## src/rtl/gdfs_pkg.sv

```systemverilog
package gdfs_pkg;
  typedef enum logic [2:0] {
    ST_BOOT  = 3'd0,
    ST_RUN   = 3'd1,
    ST_WARN  = 3'd2,
    ST_ALERT = 3'd3,
    ST_OFF   = 3'd4
  } seq_state_e;
endpackage

```

## src/rtl/gdfs_hyst.sv

```systemverilog
module gdfs_hyst #(
  parameter bit RST_VAL = 1'b0
) (
  input  logic clk_i,
  input  logic rst_ni,
  input  logic set_i,
  input  logic clr_i,
  output logic q_o
);
  logic q_q;

  // set dominates: an inconsistent comparator pair resolves to the safe side
  always_ff @(posedge clk_i or negedge rst_ni) begin
    if (!rst_ni)     q_q <= RST_VAL;
    else if (set_i)  q_q <= 1'b1;
    else if (clr_i)  q_q <= 1'b0;
  end

  assign q_o = q_q;
endmodule

```

## src/rtl/gdfs_seq.sv

```systemverilog
module gdfs_seq
  import gdfs_pkg::*;
#(
  parameter int T_FLT = 1460,
  parameter int T_OFF = 2400
) (
  input  logic       clk_i,
  input  logic       rst_ni,
  input  logic       uv_low_i,
  input  logic       ot_hot_i,
  output seq_state_e state_o,
  output logic       live_o,
  output logic       run_o,
  output logic       flt_o
);
  localparam int T_MAX = (T_FLT > T_OFF) ? T_FLT : T_OFF;
  localparam int CW    = $clog2(T_MAX + 1);
  localparam logic [CW-1:0] LIM_FLT = CW'(T_FLT - 1);
  localparam logic [CW-1:0] LIM_OFF = CW'(T_OFF - 1);

  seq_state_e    st_q, st_d;
  logic [CW-1:0] cnt_q, cnt_d;
  logic          cond;

  assign cond = uv_low_i | ot_hot_i;

  always_comb begin
    st_d  = st_q;
    cnt_d = cnt_q;
    unique case (st_q)
      ST_BOOT: if (!uv_low_i) st_d = ST_RUN;
      ST_RUN: begin
        if (cond) begin
          st_d  = ST_WARN;
          cnt_d = '0;
        end
      end
      ST_WARN: begin
        if (!cond) st_d = ST_RUN;
        else if (cnt_q == LIM_FLT) begin
          st_d  = ST_ALERT;
          cnt_d = '0;
        end else cnt_d = cnt_q + CW'(1);
      end
      ST_ALERT: begin
        if (!cond) st_d = ST_RUN;
        else if (cnt_q == LIM_OFF) st_d = ST_OFF;
        else cnt_d = cnt_q + CW'(1);
      end
      ST_OFF: if (!cond) st_d = ST_RUN;
      default: st_d = ST_BOOT;
    endcase
  end

  always_ff @(posedge clk_i or negedge rst_ni) begin
    if (!rst_ni) begin
      st_q  <= ST_BOOT;
      cnt_q <= '0;
    end else begin
      st_q  <= st_d;
      cnt_q <= cnt_d;
    end
  end

  assign state_o = st_q;
  assign live_o  = (st_q == ST_RUN) | (st_q == ST_WARN) | (st_q == ST_ALERT);
  assign run_o   = (st_q == ST_RUN);
  assign flt_o   = (st_q == ST_ALERT) | (st_q == ST_OFF);
endmodule

```

## src/rtl/gdfs_gate.sv

```systemverilog
module gdfs_gate (
  input  logic clk_i,
  input  logic rst_ni,
  input  logic cmd_i,
  input  logic en_i,
  input  logic desat_i,
  input  logic live_i,
  input  logic run_i,
  output logic drive_o,
  output logic desat_flt_o,
  output logic clr_o
);
  logic cmd_d, drive_q, desat_q, clr_q;
  logic cmd_rise;

  assign cmd_rise = cmd_i & ~cmd_d;

  always_ff @(posedge clk_i or negedge rst_ni) begin
    if (!rst_ni) begin
      cmd_d   <= 1'b0;
      drive_q <= 1'b0;
      desat_q <= 1'b0;
      clr_q   <= 1'b0;
    end else begin
      cmd_d   <= cmd_i;
      drive_q <= cmd_i & en_i & live_i & ~desat_i;
      desat_q <= desat_i;
      clr_q   <= cmd_rise & desat_i & run_i;
    end
  end

  assign drive_o     = drive_q;
  assign desat_flt_o = desat_q;
  assign clr_o       = clr_q;
endmodule

```

## src/rtl/gdfs_top.sv

```systemverilog
module gdfs_top
  import gdfs_pkg::*;
#(
  parameter int T_FLT_CYC = 1460,
  parameter int T_OFF_CYC = 2400
) (
  input  logic clk_i,
  input  logic rst_ni,
  input  logic cmd_i,
  input  logic en_i,
  input  logic vcc_above_on_i,
  input  logic vcc_below_off_i,
  input  logic temp_over_i,
  input  logic temp_under_i,
  input  logic desat_i,
  output logic drive_o,
  output logic flt_pd_o,
  output logic desat_clr_o
);
  seq_state_e st;
  logic uv_low, ot_hot, live, run, seq_flt, desat_flt;

  gdfs_hyst #(.RST_VAL(1'b1)) i_uv_hyst (
    .clk_i (clk_i),
    .rst_ni(rst_ni),
    .set_i (vcc_below_off_i),
    .clr_i (vcc_above_on_i),
    .q_o   (uv_low)
  );

  gdfs_hyst #(.RST_VAL(1'b0)) i_ot_hyst (
    .clk_i (clk_i),
    .rst_ni(rst_ni),
    .set_i (temp_over_i),
    .clr_i (temp_under_i),
    .q_o   (ot_hot)
  );

  gdfs_seq #(.T_FLT(T_FLT_CYC), .T_OFF(T_OFF_CYC)) i_seq (
    .clk_i   (clk_i),
    .rst_ni  (rst_ni),
    .uv_low_i(uv_low),
    .ot_hot_i(ot_hot),
    .state_o (st),
    .live_o  (live),
    .run_o   (run),
    .flt_o   (seq_flt)
  );

  gdfs_gate i_gate (
    .clk_i      (clk_i),
    .rst_ni     (rst_ni),
    .cmd_i      (cmd_i),
    .en_i       (en_i),
    .desat_i    (desat_i),
    .live_i     (live),
    .run_i      (run),
    .drive_o    (drive_o),
    .desat_flt_o(desat_flt),
    .clr_o      (desat_clr_o)
  );

  assign flt_pd_o = seq_flt | desat_flt;
endmodule

```

## config.mk

```make
export PLATFORM = sky130hd
export DESIGN_NAME = gdfs_top
export DESIGN_NICKNAME = d
export VERILOG_FILES = /design/src/rtl/gdfs_pkg.sv /design/src/rtl/gdfs_hyst.sv /design/src/rtl/gdfs_seq.sv /design/src/rtl/gdfs_gate.sv /design/src/rtl/gdfs_top.sv
export SDC_FILE = /design/constraint.sdc
export NUM_CORES = 1
export LEC_CHECK = 0
export BUFFER_PORTS_ARGS = -buffer_cell sky130_fd_sc_hd__buf_2
export CORE_ASPECT_RATIO = 0.7
export CORE_UTILIZATION = 40
export DETAILED_ROUTE_END_ITERATION = 12
export HOLD_SLACK_MARGIN = 0.03
export MAX_ROUTING_LAYER = met4
export PLACE_DENSITY = 0.62
export SETUP_SLACK_MARGIN = 0.15
export SLEW_MARGIN = 25
export SYNTH_ARGS = -nofsm -noshare
export SYNTH_HDL_FRONTEND = slang
export SYNTH_SLANG_ARGS = --single-unit
```

## constraint.sdc

```tcl
create_clock -name clk_i -period 2 [get_ports clk_i]
set_input_delay 0.6 -clock clk_i [delete_from_list [all_inputs] [get_ports clk_i]]
set_output_delay 0.6 -clock clk_i [all_outputs]
set_load 0.02 [all_outputs]
```

==> metrics.yaml <==
drive_gt1_share_pct: 44.0
cts.sinks: 21
die_w_um: 65.2
power_density_mw_per_mm2: 1290
clockBufferDepth: 2
hold_buffers: 0
fp.dieH_um: 46.2
cts_buffers: 3
p_switching_uw: 822
critPathTopFamily: "simple AND/OR/NAND/NOR gates"
clk_pin_slew_ps: 80
synth_seq_area_share_pct: 47.1
num_antenna_cells: 0
fin_crit_sh_pct: 101
cp_max_fo: 8
clockPowerShare_pct: 14.1
critPathBufInv: 0
yosys-top-cells-area: "dfrtp_1 (45%), nand2_1 (4.4%), a21oi_1 (3.6%)"
worst_pin_slew_ps: 473
synthesis.yosys.warnings: 0
yosysTopAreaCell: "dfrtp_1"
multi_input_comb_area_um2: 702
slowest_stage: "or4b_4"
wl_mm: 2.84
p_int_uw: 1170
layout.nets: 153
setup_tns_ps: -68.3
synth_top_area_share_pct: 44.7
seqCellArea_um2: 528
dieArea_mm2: 0.00302
crit_path_end_kind: "register"
max_cap_viol_count: 0
nFillCells: 231
clock_latency_ps: 260
hpwlAfterDp_mm: 1.78
area_growth_pct: 37.9
drt_pre_antenna_iters: 4
required_ps: 2200
cp_slowest_stage_delay_ps: 600
num_rows: 15
seqPwrFrac_pct: 29.2
path_class: "register to register"
slew_headroom_pct: 68.5
drcViolationCount: 0
viasPerCell: 5.84
worst-endpoint-arrival_ps: 2220
swShare_pct: 41.2
root_buffer: "clkbuf_8"
critPathLaunchType: "register"
io_pins: 12
synth.ff_latch_count: 21
rsz0062_at_grt: "yes"
finalMaxSlewViolations: 0
gr-total-overflow: 0
status: "finished with violations"
port_buffers: 11
fin_ws_ps: -26.1
min_period_ps: 2030
dr.first_iter.drc_count: 47
initial_core_util_pct: 43.8
cp_cell_sequence: "nor2_2, or4b_4, a2bb2oi_4, or4_1, a21oi_2"
ir_worst_vdd_v: 0.000914
cts_tree: "yes"
syn-num-nets: 120
grt_start_max_net_pins: 22
antenna_found_initial: 0
grt_pass1_vias: 898
avgSynthCellArea_um2: 10.3
synth_area_mm2: 0.00112
hold_violations: 0
violations: "negative setup slack"
synth_cells: 109
ys_types: 43
finClkSkew_ps: 4.76
combPwrFrac_pct: 56.7
place.gp.congestion: 0.976
via_count: 1022
dp_slack_ps: -12.7
htree_levels: 1
routedWlPerCell_um: 16.2
setup_viol: 4
hold_path.class: "input pin to async pin"
leakage_uw: 0.000664
grt_pass1_wl_mm: 4.43
final_antenna_net_count: 0
fmax_mhz: 494
track_usage_pct: 20.7
core_area_mm2: 0.00255
layout make-up:
| cell class | instances | share of cell area (%) |
|---|---|---|
| Inverter | 3 | 0.811 |
| Timing Repair Buffer | 28 | 13.7 |
| Multi-Input combinational cell | 85 | 45.5 |
| Clock buffer | 3 | 2.68 |
| Sequential cell | 21 | 34.2 |
| Clock inverter | 1 | 0.324 |
| Tap cell | 34 | 2.76 |
stage by stage:
stage          util, %  cells  total power (uW)  hold WS [ps]  area [um2]
3_5_place_dp      50.5    163              1320           413        1290
3_3_place_gp      50.5    163              1310           392        1290
2_1_floorplan        -    109              1070           304        1130
6_report          60.4    175              1990           280        1540
5_1_grt           60.4    175              2130           315        1540
4_1_cts           56.9    173              1820           301        1450
sequential cells by signal (all words and copies together) (netlist names):
signal / count
i_ot_hyst.q_o: 1
i_gate.clr_o: 1
i_seq.state_o: 3
i_seq.cnt_q: 12
i_gate.desat_flt_o: 1
i_gate.drive_o: 1
i_gate.cmd_d: 1
i_uv_hyst.q_o: 1
per-layer routing:
metal	up-vias	track usage, %	part of all wire, %
met4	0	3.48	1.6
met3	6	6.44	7.1
li1	478	-	-
met1	499	29.6	46
met2	39	28.5	45
met5	-	-	0
worst paths after layout:
check / from / endpoint / cells past startpoint / slack (ps)
max in group asynchronous: rst_ni / i_uv_hyst.q_o / 1 / 1370
worst min-delay path: rst_ni / i_seq.cnt_q[10] / 1 / 280
worst min register to register: i_gate.cmd_d / i_gate.clr_o / 1 / 420
min in group clk_i: i_gate.cmd_d / i_gate.clr_o / 1 / 420
worst max register to register: i_uv_hyst.q_o / i_seq.cnt_q[7] / 5 / -30
worst max-delay path: i_uv_hyst.q_o / i_seq.cnt_q[7] / 5 / -30
cells in the mapped netlist (all sizes together):
master	count
nor2	4
nor4bb	1
or4b	1
o21ai	4
a21oi	9
o31ai	4
xnor2	1
a31oi	1
or4	5
o2bb2ai	1
nand2b	2
dfrtp	20
a311oi	1
a21o	2
nand4	1
inv	2
nand3	6
and3b	1
nand2	14
nor4b	1
nor3	4
or3	2
a2bb2oi	1
dfstp	1
or2b	1
and2b	1
o41ai	1
clkinv	1
a41oi	1
o21bai	1
nor4	2
ha	2
nor3b	1
and2	2
and3	4
nand4b	1
buf	1
mux2i	1
logic make-up (layout without fill, tap and decap cells):
group,Yosys count,in the layout,share of synthesized area (%)
compound gates,26,27,17.5
fa+ha+maj,2,2,2.24
buf+inv,4,35,2.01
simple gates,54,54,29.5
flops,21,21,47.1
mux,1,1,0.895
xor+xnor,1,1,0.783
what timing repair did:
item | CTS | global route
endpoints found under the setup margin | 14 | 15
setup buffers | 5 | 2
resized for setup | 13 | 19
gates cloned | 1 | 0
pin swaps | 15 | 13
cells in the final DEF, fill, tap and decap left out, types with 3 or more instances in the layout:
cell	n
a21oi_1	4
nand2_1	12
nor2_1	3
o31ai_1	3
buf_6	7
clkbuf_8	3
buf_4	11
and3_1	3
or4_4	3
nand3_1	5
nor3_2	3
buf_2	10
a21oi_2	5
dfrtp_1	19
power by group through the flow:
stage          Combinational, uW  Sequential (uW)  Clock (uW)
6_report                    1130              583         281
3_5_place_dp                 740              578           0
5_1_grt                     1220              596         310
2_1_floorplan                497              574           0
3_3_place_gp                 737              576           0
4_1_cts                      961              572         288
No activity file was read; power rests on OpenSTA's default activity.
